## config.mk

```make
export PLATFORM = sky130hd
export DESIGN_NAME = otp_prog_seq
export DESIGN_NICKNAME = d
export VERILOG_FILES = /design/src/rtl/otp_prog_pkg.sv /design/src/rtl/otp_prog_dp.sv /design/src/rtl/otp_prog_ctrl.sv /design/src/rtl/otp_prog_seq.sv
export SDC_FILE = /design/constraint.sdc
export NUM_CORES = 1
export LEC_CHECK = 0
export BUFFER_PORTS_ARGS = -buffer_cell sky130_fd_sc_hd__buf_2
export CAP_MARGIN = 10
export CORE_UTILIZATION = 60
export DETAILED_ROUTE_END_ITERATION = 6
export PLACE_DENSITY = 0.9
export SLEW_MARGIN = 20
export SYNTH_ARGS = -nofsm -noshare
export SYNTH_HDL_FRONTEND = slang
export SYNTH_SLANG_ARGS = --single-unit
```

## constraint.sdc

```tcl
create_clock -name clk -period 3.8 [get_ports clk]
set_input_delay 0.19 -clock clk [delete_from_list [all_inputs] [get_ports clk]]
set_output_delay 0.19 -clock clk [all_outputs]
set_load 0.02 [all_outputs]
```

## src/rtl/otp_prog_pkg.sv

```systemverilog
package otp_prog_pkg;

  localparam int TIME_W = 16;

  typedef enum logic [3:0] {
    S_IDLE, S_VPP_UP, S_VSETUP, S_DSETUP, S_PULSE, S_HOLD,
    S_VERIFY, S_FLOAT, S_VPP_DN, S_VCC_DN, S_SETTLE, S_DONE
  } progState_t;

  typedef enum logic [1:0] {PH_BLIND, PH_VERIFY, PH_FINAL} progPhase_t;

  typedef struct packed {
    logic              addrClr;
    logic              addrInc;
    logic              retryClr;
    logic              retryInc;
    logic              usLoad;
    logic [TIME_W-1:0] usVal;
    logic              cycLoad;
    logic [TIME_W-1:0] cycVal;
    logic              vccSet;
    logic              vccClr;
    logic              vppSet;
    logic              vppClr;
    logic              sample;
    logic              failSet;
    logic              failClr;
  } progStrobe_t;

endpackage

```

## src/rtl/otp_prog_dp.sv

```systemverilog
module otp_prog_dp
  import otp_prog_pkg::*;
#(
  parameter int ADDR_W     = 18,
  parameter int DATA_W     = 16,
  parameter int WORDS      = 2 ** ADDR_W,
  parameter int CLK_PER_US = 100,
  parameter int MAX_RETRY  = 10
) (
  input  logic              clk,
  input  logic              rstN,
  input  progStrobe_t       strb,
  input  logic [DATA_W-1:0] imgData,
  input  logic [DATA_W-1:0] readData,
  output logic [ADDR_W-1:0] memAddr,
  output logic [DATA_W-1:0] memDout,
  output logic              vccHiReq,
  output logic              vppReq,
  output logic              usDone,
  output logic              cycDone,
  output logic              isLast,
  output logic              retryMax,
  output logic              wordMatch,
  output logic              failFlag,
  output logic [ADDR_W-1:0] failAddr
);

  localparam int PRE_W = $clog2(CLK_PER_US + 1);
  localparam int RET_W = $clog2(MAX_RETRY + 1);
  localparam logic [ADDR_W-1:0] LAST_ADDR = ADDR_W'(WORDS - 1);

  logic [ADDR_W-1:0] addrQ;
  logic [RET_W-1:0]  retryQ;
  logic [TIME_W-1:0] usLeft;
  logic [TIME_W-1:0] cycLeft;
  logic              usTick;
  logic              vccQ, vppQ, matchQ, failQ;
  logic [ADDR_W-1:0] failAddrQ;

  // address walker
  always_ff @(posedge clk) begin
    if (!rstN)             addrQ <= '0;
    else if (strb.addrClr) addrQ <= '0;
    else if (strb.addrInc) addrQ <= addrQ + 1'b1;
  end

  // extra-pulse counter for the word under verify
  always_ff @(posedge clk) begin
    if (!rstN)              retryQ <= '0;
    else if (strb.retryClr) retryQ <= '0;
    else if (strb.retryInc) retryQ <= retryQ + 1'b1;
  end

  // microsecond prescaler: restarts on every load so waits are exact
  generate
    if (CLK_PER_US > 1) begin : gPre
      logic [PRE_W-1:0] preQ;
      always_ff @(posedge clk) begin
        if (!rstN)                     preQ <= '0;
        else if (strb.usLoad || usTick) preQ <= '0;
        else                           preQ <= preQ + 1'b1;
      end
      assign usTick = (preQ == PRE_W'(CLK_PER_US - 1));
    end else begin : gNoPre
      assign usTick = 1'b1;
    end
  endgenerate

  always_ff @(posedge clk) begin
    if (!rstN)                       usLeft <= '0;
    else if (strb.usLoad)            usLeft <= strb.usVal;
    else if (usTick && usLeft != '0) usLeft <= usLeft - 1'b1;
  end

  // cycle-granular timer for read sample and bus float
  always_ff @(posedge clk) begin
    if (!rstN)              cycLeft <= '0;
    else if (strb.cycLoad)  cycLeft <= strb.cycVal;
    else if (cycLeft != '0) cycLeft <= cycLeft - 1'b1;
  end

  // supply request flags
  always_ff @(posedge clk) begin
    if (!rstN) begin
      vccQ <= 1'b0;
      vppQ <= 1'b0;
    end else begin
      if (strb.vccSet)      vccQ <= 1'b1;
      else if (strb.vccClr) vccQ <= 1'b0;
      if (strb.vppSet)      vppQ <= 1'b1;
      else if (strb.vppClr) vppQ <= 1'b0;
    end
  end

  // compare and result capture
  always_ff @(posedge clk) begin
    if (!rstN) begin
      matchQ    <= 1'b0;
      failQ     <= 1'b0;
      failAddrQ <= '0;
    end else begin
      if (strb.sample) matchQ <= (readData == imgData);
      if (strb.failClr) begin
        failQ     <= 1'b0;
        failAddrQ <= '0;
      end else if (strb.failSet) begin
        failQ     <= 1'b1;
        failAddrQ <= addrQ;
      end
    end
  end

  assign memAddr   = addrQ;
  assign memDout   = imgData;
  assign vccHiReq  = vccQ;
  assign vppReq    = vppQ;
  assign usDone    = (usLeft == '0);
  assign cycDone   = (cycLeft == '0);
  assign isLast    = (addrQ == LAST_ADDR);
  assign retryMax  = (retryQ == RET_W'(MAX_RETRY));
  assign wordMatch = matchQ;
  assign failFlag  = failQ;
  assign failAddr  = failAddrQ;

  // program voltage only on top of the raised supply
  a_r3_vpp_needs_vcc: assert property (@(posedge clk) disable iff (!rstN)
    vppQ |-> vccQ);

  // extra pulses never exceed the bound
  a_r7_retry_bound: assert property (@(posedge clk) disable iff (!rstN)
    retryQ <= RET_W'(MAX_RETRY));

  // a recorded failure stays until the next run clears it
  a_r8_fail_hold: assert property (@(posedge clk) disable iff (!rstN)
    (failQ && !strb.failClr) |=> (failQ && $stable(failAddrQ)));

endmodule

```

## src/rtl/otp_prog_ctrl.sv

```systemverilog
module otp_prog_ctrl
  import otp_prog_pkg::*;
#(
  parameter int CLK_PER_US  = 100,
  parameter int PULSE_US    = 50,
  parameter int SETUP_US    = 2,
  parameter int HOLD_US     = 2,
  parameter int VSET_US     = 2,
  parameter int OE_WAIT_CYC = 15,
  parameter int FLOAT_CYC   = 13
) (
  input  logic        clk,
  input  logic        rstN,
  input  logic        start,
  input  logic        usDone,
  input  logic        cycDone,
  input  logic        isLast,
  input  logic        retryMax,
  input  logic        wordMatch,
  input  logic        failFlag,
  output progStrobe_t strb,
  output logic        ceN,
  output logic        oeN,
  output logic        memDoutEn,
  output logic        busy,
  output logic        done
);

  localparam logic [TIME_W-1:0] T_PULSE = TIME_W'(PULSE_US);
  localparam logic [TIME_W-1:0] T_SETUP = TIME_W'(SETUP_US);
  localparam logic [TIME_W-1:0] T_HOLD  = TIME_W'(HOLD_US);
  localparam logic [TIME_W-1:0] T_VSET  = TIME_W'(VSET_US);
  localparam logic [TIME_W-1:0] T_OE    = TIME_W'(OE_WAIT_CYC);
  localparam logic [TIME_W-1:0] T_FLOAT = TIME_W'(FLOAT_CYC);
  localparam int PULSE_MIN_CYC = (475 * CLK_PER_US + 9) / 10;
  localparam int PULSE_MAX_CYC = (525 * CLK_PER_US) / 10;

  progState_t state, nxt;
  progPhase_t phase, phNxt;

  always_ff @(posedge clk) begin
    if (!rstN) begin
      state <= S_IDLE;
      phase <= PH_BLIND;
    end else begin
      state <= nxt;
      phase <= phNxt;
    end
  end

  always_comb begin
    strb  = '0;
    nxt   = state;
    phNxt = phase;
    case (state)
      S_IDLE: if (start) begin
        strb.failClr  = 1'b1;
        strb.addrClr  = 1'b1;
        strb.retryClr = 1'b1;
        strb.vccSet   = 1'b1;
        nxt           = S_VPP_UP;
      end
      S_VPP_UP: begin
        strb.vppSet = 1'b1;
        strb.usLoad = 1'b1;
        strb.usVal  = T_VSET;
        nxt         = S_VSETUP;
      end
      S_VSETUP: if (usDone) begin
        strb.usLoad = 1'b1;
        strb.usVal  = T_SETUP;
        phNxt       = PH_BLIND;
        nxt         = S_DSETUP;
      end
      S_DSETUP: if (usDone) begin
        strb.usLoad = 1'b1;
        strb.usVal  = T_PULSE;
        nxt         = S_PULSE;
      end
      S_PULSE: if (usDone) begin
        strb.usLoad = 1'b1;
        strb.usVal  = T_HOLD;
        nxt         = S_HOLD;
      end
      S_HOLD: if (usDone) begin
        if (phase == PH_BLIND && !isLast) begin
          strb.addrInc = 1'b1;
          strb.usLoad  = 1'b1;
          strb.usVal   = T_SETUP;
          nxt          = S_DSETUP;
        end else begin
          if (phase == PH_BLIND) begin
            strb.addrClr  = 1'b1;
            strb.retryClr = 1'b1;
            phNxt         = PH_VERIFY;
          end
          strb.cycLoad = 1'b1;
          strb.cycVal  = T_OE;
          nxt          = S_VERIFY;
        end
      end
      S_VERIFY: if (cycDone) begin
        strb.sample  = 1'b1;
        strb.cycLoad = 1'b1;
        strb.cycVal  = T_FLOAT;
        nxt          = S_FLOAT;
      end
      S_FLOAT: if (cycDone) begin
        if (wordMatch) begin
          if (isLast) begin
            nxt = (phase == PH_FINAL) ? S_DONE : S_VPP_DN;
          end else begin
            strb.addrInc  = 1'b1;
            strb.retryClr = 1'b1;
            strb.cycLoad  = 1'b1;
            strb.cycVal   = T_OE;
            nxt           = S_VERIFY;
          end
        end else if (phase == PH_FINAL || retryMax) begin
          strb.failSet = 1'b1;
          nxt          = (phase == PH_FINAL) ? S_DONE : S_VPP_DN;
        end else begin
          strb.retryInc = 1'b1;
          strb.usLoad   = 1'b1;
          strb.usVal    = T_SETUP;
          nxt           = S_DSETUP;
        end
      end
      S_VPP_DN: begin
        strb.vppClr = 1'b1;
        nxt         = S_VCC_DN;
      end
      S_VCC_DN: begin
        strb.vccClr = 1'b1;
        strb.usLoad = 1'b1;
        strb.usVal  = T_VSET;
        nxt         = S_SETTLE;
      end
      S_SETTLE: if (usDone) begin
        if (failFlag) begin
          nxt = S_DONE;
        end else begin
          strb.addrClr = 1'b1;
          strb.cycLoad = 1'b1;
          strb.cycVal  = T_OE;
          phNxt        = PH_FINAL;
          nxt          = S_VERIFY;
        end
      end
      S_DONE: if (!start) nxt = S_IDLE;
      default: nxt = S_IDLE;
    endcase
  end

  assign ceN       = !(state == S_PULSE || state == S_VERIFY);
  assign oeN       = (state != S_VERIFY);
  assign memDoutEn = (state == S_DSETUP || state == S_PULSE || state == S_HOLD);
  assign busy      = (state != S_IDLE && state != S_DONE);
  assign done      = (state == S_DONE);

  // checker-only pulse length counter
  int pulseLen;
  always_ff @(posedge clk) begin
    if (!rstN)                 pulseLen <= 0;
    else if (state == S_PULSE) pulseLen <= pulseLen + 1;
    else                       pulseLen <= 0;
  end

  // pulse length held inside its tolerance window
  a_r5_pulse_width: assert property (@(posedge clk) disable iff (!rstN)
    (state == S_PULSE && nxt != S_PULSE) |->
      (pulseLen + 1 >= PULSE_MIN_CYC && pulseLen + 1 <= PULSE_MAX_CYC));

  // never drive the bus while the memory may be driving it
  a_r10_no_contention: assert property (@(posedge clk) disable iff (!rstN)
    memDoutEn |-> oeN);

  // done held while start stays high
  a_r2_done_hold: assert property (@(posedge clk) disable iff (!rstN)
    (state == S_DONE && start) |=> (state == S_DONE));

  // no read-back during the blind stage
  a_r6_blind_no_read: assert property (@(posedge clk) disable iff (!rstN)
    (phase == PH_BLIND) |-> oeN);

endmodule

```

## src/rtl/otp_prog_seq.sv

```systemverilog
module otp_prog_seq
  import otp_prog_pkg::*;
#(
  parameter int ADDR_W      = 18,
  parameter int DATA_W      = 16,
  parameter int WORDS       = 2 ** ADDR_W,
  parameter int CLK_PER_US  = 100,
  parameter int PULSE_US    = 50,
  parameter int SETUP_US    = 2,
  parameter int HOLD_US     = 2,
  parameter int VSET_US     = 2,
  parameter int MAX_RETRY   = 10,
  parameter int OE_WAIT_CYC = 15,
  parameter int FLOAT_CYC   = 13
) (
  input  logic              clk,
  input  logic              rstN,
  input  logic              start,
  input  logic [DATA_W-1:0] imgData,
  input  logic [DATA_W-1:0] readData,
  output logic [ADDR_W-1:0] memAddr,
  output logic [DATA_W-1:0] memDout,
  output logic              memDoutEn,
  output logic              ceN,
  output logic              oeN,
  output logic              vccHiReq,
  output logic              vppReq,
  output logic              busy,
  output logic              done,
  output logic              passOk,
  output logic              failed,
  output logic [ADDR_W-1:0] failAddr
);

  progStrobe_t strb;
  logic usDone, cycDone, isLast, retryMax, wordMatch, failFlag;

  otp_prog_ctrl #(
    .CLK_PER_US (CLK_PER_US), .PULSE_US (PULSE_US), .SETUP_US (SETUP_US),
    .HOLD_US (HOLD_US), .VSET_US (VSET_US),
    .OE_WAIT_CYC (OE_WAIT_CYC), .FLOAT_CYC (FLOAT_CYC)
  ) uCtrl (
    .clk, .rstN, .start, .usDone, .cycDone, .isLast, .retryMax,
    .wordMatch, .failFlag, .strb, .ceN, .oeN, .memDoutEn, .busy, .done
  );

  otp_prog_dp #(
    .ADDR_W (ADDR_W), .DATA_W (DATA_W), .WORDS (WORDS),
    .CLK_PER_US (CLK_PER_US), .MAX_RETRY (MAX_RETRY)
  ) uDp (
    .clk, .rstN, .strb, .imgData, .readData, .memAddr, .memDout,
    .vccHiReq, .vppReq, .usDone, .cycDone, .isLast, .retryMax,
    .wordMatch, .failFlag, .failAddr
  );

  assign passOk = done && !failFlag;
  assign failed = done && failFlag;

endmodule

```

# Word-level counts from Yosys, hierarchy flattened

Cells that the tools add are included.

Output and inout port bits: 61
Input bits: 35
Logic and storage cells: 150
Flip-flop bits (word level): 89

Add/sub/neg operators: 5
Equal/unequal tests: 30
Mux-type cells: 69
Reduce and logical (&&, ||, !) cells: 33
Bitwise logic cells: 1

Operator list:

| kind                  | count |
|---|---|
| $mux 17               | 9 |
| $pmux 17 s5           | 1 |
| $pmux 17 s4           | 1 |
| $mux 16               | 4 |
| $mux 4                | 13 |
| $pmux 4 s12           | 1 |
| $mux 37               | 1 |
| $mux 18               | 2 |
| $mux 34               | 1 |
| $logic_not 16->1      | 2 |
| $reduce_bool 16->1    | 2 |
| $sub 16x1->16 const B | 2 |
| $mux 1                | 21 |
| $eq 4x4->1 const B    | 5 |
| $add 18x1->18 const B | 1 |
| $eq 18x18->1 const B  | 1 |
| $mux 2                | 9 |
| $eq 16x16->1          | 1 |
| $eq 4x3->1 const B    | 4 |
| $ne 2x1->1 const B    | 6 |
| $ne 2x2->1 const B    | 6 |
| $reduce_or 2->1       | 6 |
| $reduce_and 9->1      | 1 |
| $eq 4x2->1 const B    | 2 |
| 21 further kinds      | 36 |

# Logic depth before layout (Yosys ltp)

Gate-level depths: netlist of the first run.

Depth in word-level cells: 8
Mapped depth: 10

# Hierarchy

Synthesis of the first run repeated with hierarchy kept, for this count alone.

Cell total of the unflattened synthesis: 617
Area, all modules: 5,133.7 um2

Modules (own cells, without submodules):

| module        | area an instance (um2) | sequential area each (um2) | cells an instance | times used |
|---|---|---|---|---|
| otp_prog_dp   | 4,107.7                | 1,661.6                    | 476               | 1 |
| otp_prog_ctrl | 1,009.7                | 120.1                      | 139               | 1 |
| otp_prog_seq  | 16.3                   | 0.0                        | 2                 | 1 |

# Least setup slack after synthesis of the first run

OpenSTA, ideal clock, no wires.

Path type: register to register
From: register uDp.addrQ[0] (netlist: uDp.memAddr[0])
To: register uDp.cycLeft[5]
Setup slack: 1.534 ns
Data arrival time: 2.201 ns
Stages on the path, launching flop included: 9
Required time: 3.735 ns
Buffers on the path: 2
Library setup time: 0.065 ns
Cells stage by stage: dfxtp_1 > ha_1 > clkbuf_1 > nand3_1 > nor4_2 > o32ai_2 > or3b_4 > buf_6 > nor2_1

Longest elaborated chain between the ends: 7
Elaborated cells on any way between the ends: 11
Those cells by class: 1 x eq/ne; 7 x mux; 3 x reduce/logical

Ends and longest elaborated chain:

| element                                      | RTL line            | source |
|---|---|---|
| start: declaration                           | otp_prog_dp.sv:32   | `logic [ADDR_W-1:0] addrQ;` |
| start signal: assignment                     | otp_prog_dp.sv:44   | `else if (strb.addrInc) addrQ <= addrQ + 1'b1;` |
| $eq 18x18->1 *                               | otp_prog_dp.sv:119  | `assign isLast = (addrQ == LAST_ADDR);` |
| $logic_not 1->1                              | otp_prog_ctrl.sv:86 | `if (phase == PH_BLIND && !isLast) begin` |
| $logic_and 1x1->1                            | otp_prog_ctrl.sv:86 |  |
| $mux 17                                      | otp_prog_ctrl.sv:86 |  |
| $mux 34                                      | otp_prog_ctrl.sv:85 | `S_HOLD: if (usDone) begin` |
| $pmux 17 s4 *                                | otp_prog_ctrl.sv:55 | `case (state)` |
| $mux 16 or $reduce_bool 2->1 (tied branches) | n/a                 |  |
| end signal: assignment                       | otp_prog_dp.sv:78   | `else if (strb.cycLoad) cycLeft <= strb.cycVal;` |
| end signal: assignment                       | otp_prog_dp.sv:79   | `else if (cycLeft != '0) cycLeft <= cycLeft - 1'b1;` |
| end: declaration                             | otp_prog_dp.sv:35   | `logic [TIME_W-1:0] cycLeft;` |

Every way passes the cells marked *; elsewhere a longest branch is shown, timed or not.
A chain may end at the register's enable or synchronous reset.

# Final worst setup path of the first run

From: register uDp.addrQ[0] (netlist: uDp.memAddr[0])
To: register uCtrl.state[2]

Longest elaborated chain between the ends: 6
Elaborated cells on any way between the ends: 9
Those cells by class: 1 x eq/ne; 6 x mux; 2 x reduce/logical

Ends and longest elaborated chain:

| element                | RTL line            | source |
|---|---|---|
| $eq 18x18->1 *         | otp_prog_dp.sv:119  |  |
| $logic_not 1->1        | otp_prog_ctrl.sv:86 |  |
| $logic_and 1x1->1      | otp_prog_ctrl.sv:86 |  |
| $mux 3                 | otp_prog_ctrl.sv:86 |  |
| $mux 4                 | otp_prog_ctrl.sv:85 |  |
| $pmux 4 s12 *          | otp_prog_ctrl.sv:55 |  |
| end signal: assignment | otp_prog_ctrl.sv:46 | `state <= nxt;` |
| end: declaration       | otp_prog_ctrl.sv:38 | `progState_t state, nxt;` |

Every way passes the cells marked *; elsewhere a longest branch is shown, timed or not. The select of a mux whose other input is x is not followed.

==> results.yml, run 1 <==
outcome:
  status: "finished clean"
synth:
  synth_top_area_share_pct: 35.95
  synth_nets: 638
  synth_area_leader_cell: "dfxtp_1"
  ys.flop_type: "dfxtp_1"
  postSynthCellCount: 595
  synth_edf_count: 0
  synth_area_mm2: 0.004956
  yosys.cell_count.top_type: "dfxtp_1"
  synth_warnings: 0
  yosysSeqAreaShare_pct: 35.95
  synth_area_per_cell_um2: 8.329
  synthArstFlopShare_pct: 0
  ys_top_cells_by_count: "89 x dfxtp_1, 72 x nand2_1, 72 x nor2_1"
  ys_ff_latch: 89
  ys_top_cells_by_area: "dfxtp_1 36%, xor2_1 8.7%, nand2_1 5.5%, nor2_1 5.5%, a21oi_1 3.6%"
  ys_types: 62
worst_setup_path:
  cp_max_fo: 20
  reg2reg_from: "uDp.memAddr[0]"
  rrSetupSlack_ns: 1.02
  critPathKind: "reg2reg"
  critPathMostFrequentCell: "nand2_1"
  rr_worst_depth: 6
  worstPathRequired_ns: 4.04
  cpPeakStageDelay_ns: 0.55
  crit_path_start_kind: "flip-flop"
  cp-end-kind: "flip-flop"
  crit_chain: "ha_1 -> nand2_1 -> nor3_1 -> nand2_1 -> a311oi_1 -> o22ai_1"
  cp_slowest_cell: "nand2_1"
  r2r_end: "uCtrl.state[2]"
  critPathArrivalTime_ns: 3.02
routing:
  dr.pass1.iters: 5
  antenna_left: 0
  routed_wl_mm: 11.29
  wl_per_cell_um: 14.74
  drc: 0
  vias_per_cell: 5.978
  vias: 4579
  drt-initial-drc-count: 232
place:
  place.gp.congestion: 0.8963
  portBuffers: 95
  hpwl_mm: 8.163
  post_dp_cell_area_mm2: 0.005314
floorplan:
  die_w_um: 92.89
  io_pins: 96
  rows: 32
  start_util_pct: 63.15
  die_area_mm2: 0.008628
  chipHeight_um: 92.89
  core_area_mm2: 0.007848
power_and_ir_drop:
  comb_power_share_pct: 37.9
  power.internal_mw: 1.801
  netSwitchingPower_mw: 1.156
  power_frac_seq_pct: 40.6
  peakVddDrop_mv: 0.3986
  power_leakage_nw: 2.161
  power_density_mw_per_mm2: 537.4
  total_power_mw: 2.956
  pwr-share-clk_pct: 21.6
  switching_share_pct: 39.10
cts:
  cts_buffer_depth: 2
  ctsResizeCount: 0
  numClockSinks: 89
  cts_hold_buf: 0
  htreeDepth: 3
  clk_latency_ns: 0.37
  cts-root-buf: "clkbuf_8"
  path_clk_slew_ns: 0.08
  cts_inserted_buffers: 9
  post_cts_buffers: 0
  cts_tree: "done"
timing:
  tightestPinTransition_ns: 0.7757
  slew_headroom_pct: 48.14
  finClkSkew_ns: 0.007630
  finalSetupTns_ns: 0
  layout_min_cycle_time_ns: 2.782
  hold_violations: 0
  rsz0062_at_grt: "no"
  max_freq_ghz: 0.3595
  slew_violations: 0
  setup_violations: 0
  fin_crit_sh_pct: 73.21
  holdWs_ns: 0.2471
finish:
  final_util_pct: 70.11
  area_growth_syn_to_layout_pct: 11.01
  diodes: 0
  final_nets: 702
  final_area_mm2: 0.005502
  drive_above_1_share_pct: 20.78
  regArea_mm2: 0.001782
  final.fill_count: 628
  multiInputGateArea_mm2: 0.002888
min_path:
  hp-start: "rstN"
  min_path_type: "in2reg"
  holdPathStages: 2
  hold_end: "uDp.cycLeft[2]"
global_route:
  antenna_found_initial: 0
  grt_pass1_vias: 4279
  grt_overflow: 0
  grt_max_degree: 26
  grt_first_pass_wirelength_mm: 19.02
  grt_usage_pct: 27.75
run:
  maxCapViolCount: 0
-- area by class of cell --
type / count / area share (%)
Inverter: 9 / 0.6141
Clock inverter: 5 / 1.023
Timing Repair Buffer: 96 / 8.779
Clock buffer: 11 / 2.388
Multi-Input combinational cell: 454 / 52.49
Tap cell: 102 / 2.320
Sequential cell: 89 / 32.39
-- cell families after synthesis --
group / count (synthesis) / share of synthesized area [%]
AO/OA/AOI/OAI: 85 / 11.08
XOR/XNOR: 66 / 11.66
adder cells (fa/ha/maj): 8 / 2.020
buffers and inverters: 52 / 5.781
flip-flops: 89 / 35.95
multiplexers: 2 / 0.4040
AND/OR/NAND/NOR: 293 / 33.10
-- power groups by stage --
stage          clock network [mW]  logic, mW  registers (mW)
5_1_grt                     0.686       1.24            1.22
2_1_floorplan                   0      0.938            1.16
3_3_place_gp                    0       1.06            1.20
4_1_cts                     0.651       1.11            1.20
6_report                    0.637       1.12            1.20
3_5_place_dp                    0       1.10            1.22
-- flip-flops by register name (all words and copies together), names as in the netlist --
name	count
uCtrl.phase	2
uDp.usLeft	16
uDp.memAddr	18
uCtrl.state	4
uDp.wordMatch	1
uDp.gPre.preQ	7
uDp.retryQ	4
uDp.vppReq	1
uDp.cycLeft	16
uDp.failFlag	1
uDp.failAddr	18
uDp.vccHiReq	1
-- layer usage --
layer	up-vias	GRT usage [%]	part of all wire, %	routed length, um
met2	235	47.98	49	5563
met5	-	0	0	0
li1	2190	-	-	-
met4	0	12.18	2.7	302
met3	37	5.993	7.4	830
met1	2117	32.84	41	4592
-- stage by stage --
step                      std cells  setup WS, ns
after floorplan                 595         1.534
after global placement          750         1.261
after detailed placement        750         1.187
after CTS                       766         1.117
after global routing            766        0.8479
final                           766         1.018
-- worst max path at each step --
| stage | slack, ns | from | cells past startpoint | to |
|---|---|---|---|---|
| after floorplan | 1.53 | uDp.memAddr[0] | 8 | uDp.cycLeft[5] |
| after global placement | 1.26 | uDp.memAddr[0] | 6 | uCtrl.state[2] |
| after detailed placement | 1.19 | uCtrl.state[2] | 6 | uDp.memAddr[16] |
| after CTS | 1.12 | uCtrl.state[2] | 6 | uDp.memAddr[16] |
| after global routing | 0.85 | uCtrl.state[2] | 6 | uDp.memAddr[16] |
| final | 1.02 | uDp.memAddr[0] | 6 | uCtrl.state[2] |
-- worst max-delay path, delay by kind of cell, from the launching register on --
kind	cells	cell delay, ns
AND/OR/NAND/NOR	3	1.14
adder cells (fa/ha/maj)	1	0.38
AO/OA/AOI/OAI	2	0.69
flip-flops	1	0.44
-- cell usage in the layout (no fill, tap or decap), types with 6 or more instances in the layout --
| master | count |
|---|---|
| buf_2 | 95 |
| dfxtp_1 | 89 |
| nand2_1 | 72 |
| nor2_1 | 72 |
| xor2_1 | 49 |
| a21oi_1 | 36 |
| nand3_1 | 31 |
| xnor2_1 | 17 |
| nor3_1 | 14 |
| nand4_1 | 13 |
| o21ai_0 | 12 |
| nor4_1 | 11 |
| inv_1 | 9 |
| clkbuf_8 | 9 |
| and3_1 | 8 |
| ha_1 | 8 |
| nor2b_1 | 7 |
| nand2b_1 | 7 |
| or3_1 | 6 |
| o22ai_1 | 6 |
No activity file was read; power rests on OpenSTA's default activity.
==> inputs of run 2 (changes only) <==
- CORE_UTILIZATION: 60 -> 50
- PLACE_DENSITY: 0.9 -> 0.8
- clock period: 3.8 -> 2.5 ns (I/O delays scaled with it)
==> results.yml, run 2 (same netlist as run 1, synthesis figures left out) <==
outcome:
  status: "finished clean"
cts:
  numClockSinks: 89
  clk_latency_ns: 0.36
  cts_buffer_depth: 2
  cts_inserted_buffers: 9
  cts_tree: "done"
  path_clk_slew_ns: 0.09
  htreeDepth: 3
  cts-root-buf: "clkbuf_8"
global_route:
  grt_overflow: 0
  grt_first_pass_wirelength_mm: 19.06
  antenna_found_initial: 0
  grt_max_degree: 24
  grt_usage_pct: 23.19
  grt_pass1_vias: 4207
routing:
  dr_wl_met3_um: 763
  highest_layer: "met4"
  wl_met1_mm: 4.853
  vias: 4540
  dr_wl_met2_mm: 5.645
  vias_per_cell: 5.591
  dr.pass1.iters: 5
  drt-initial-drc-count: 289
  routed_wl_mm: 11.42
  wl_per_cell_um: 14.06
  drc: 0
  antenna_left: 0
floorplan:
  die_w_um: 101.6
  start_util_pct: 52.64
  chipHeight_um: 101.6
  die_area_mm2: 0.01031
  core_area_mm2: 0.009415
  io_pins: 96
  rows: 35
finish:
  diodes: 0
  final_nets: 721
  mostFrequentLayoutCell: "buf_2"
  drive_above_1_share_pct: 23.87
  area_growth_syn_to_layout_pct: 15.83
  final_util_pct: 60.97
  layout_common_cells: "95 x buf_2, 89 x dfxtp_1, 72 x nand2_1, 72 x nor2_1, 49 x xor2_1"
power_and_ir_drop:
  power_density_mw_per_mm2: 826.1
  peakVddDrop_mv: 0.4328
  power_leakage_nw: 2.285
place:
  pre_cts_ws_ns: 0.06498
  portBuffers: 95
  place.gp.congestion: 0.8951
  hpwl_mm: 8.527
worst_setup_path:
  cp_slowest_cell: "dfxtp_1"
  rrSetupSlack_ns: 0.22
  crit_chain: "inv_1 -> ha_1 -> nor4b_2 -> nand4_2 -> buf_4 -> a31oi_1 -> a21boi_2 -> nand3_1 -> o22ai_1"
  cp-end-kind: "flip-flop"
  cp_max_fo: 7
  crit_path_start_kind: "flip-flop"
  cpPeakStageDelay_ns: 0.34
  critPathArrivalTime_ns: 2.57
  critPathKind: "reg2reg"
  rr_worst_depth: 9
  worstPathRequired_ns: 2.80
timing:
  finClkSkew_ns: 0.008989
  hold_violations: 0
  layout_min_cycle_time_ns: 2.277
  slew_headroom_pct: 57.21
  fin_crit_sh_pct: 91.10
  tightestPinTransition_ns: 0.6402
  slew_violations: 0
  max_freq_ghz: 0.4391
  final.setup.worst_slack_ns: 0.2226
  setup_violations: 0
min_path:
  min_path_type: "in2reg"
  holdPathStages: 4
run:
  maxCapViolCount: 0
-- run 2: cell count changes in the layout (fill, tap and decap cells not counted), moves of 2 or more --
cell	before	now
nor4b_1	3	1
nor4b_2	0	2
buf_4	1	20
inv_6	0	2
clkbuf_1	2	0
-- run 2: layout make-up --
class / count / area, um^2
clock buffer: 9 / 123.9
clock inverter: 7 / 101.3
fill: 820 / 3675
inverter: 9 / 33.78
multi-input combinational: 454 / 2913
sequential: 89 / 1782
tap: 129 / 161.4
timing repair buffer: 115 / 625.6
-- run 2: what timing repair did --
action | in CTS | in global routing
buffers inserted | 0 | 0
endpoints found under the setup margin | 0 | 48
hold buffers | 0 | 0
gates resized for setup | 0 | 4
-- run 2: per-layer routing --
metal	track usage (%)	vias to the layer above
met2	41.84	192
met4	6.355	0
li1	-	2225
met5	0	-
met1	27.72	2102
met3	4.831	21
-- run 2: metrics by stage --
step	std cells	cell area (um^2)	power (mW)	setup TNS (ns)	hold slack [ns]
finish	812	5741	4.742	0	0.2159
CTS	812	5715	4.740	0	0.2169
detailed placement	796	5490	3.624	0	0.4385
global route	812	5741	5.052	-0.01197	0.2316
floorplan	595	4956	3.187	0	0.2956
global placement	796	5490	3.529	0	0.4288
-- run 2: power breakdown --
group	switching, mW	internal [mW]	leakage [nW]
clock network	0.543	0.575	0.112
logic	1.06	0.781	1.45
registers	0.203	1.58	0.721
total	1.81	2.93	2.29
-- run 2: worst paths after layout --
| kind | start | endpoint |
|---|---|---|
| max | uDp.cycLeft[0] | uCtrl.state[0] |
| min | start | uDp.vccHiReq |
| max reg2reg | uDp.cycLeft[0] | uCtrl.state[0] |
| min reg2reg | uDp.failAddr[11] | uDp.failAddr[11] |
-- run 2: critical path: cells and delay by family, from the launching register on --
family | cells | cell delay [ns]
simple gates | 3 | 0.69
compound gates | 3 | 0.63
buf+inv | 2 | 0.35
flops | 1 | 0.34
fa+ha+maj | 1 | 0.19
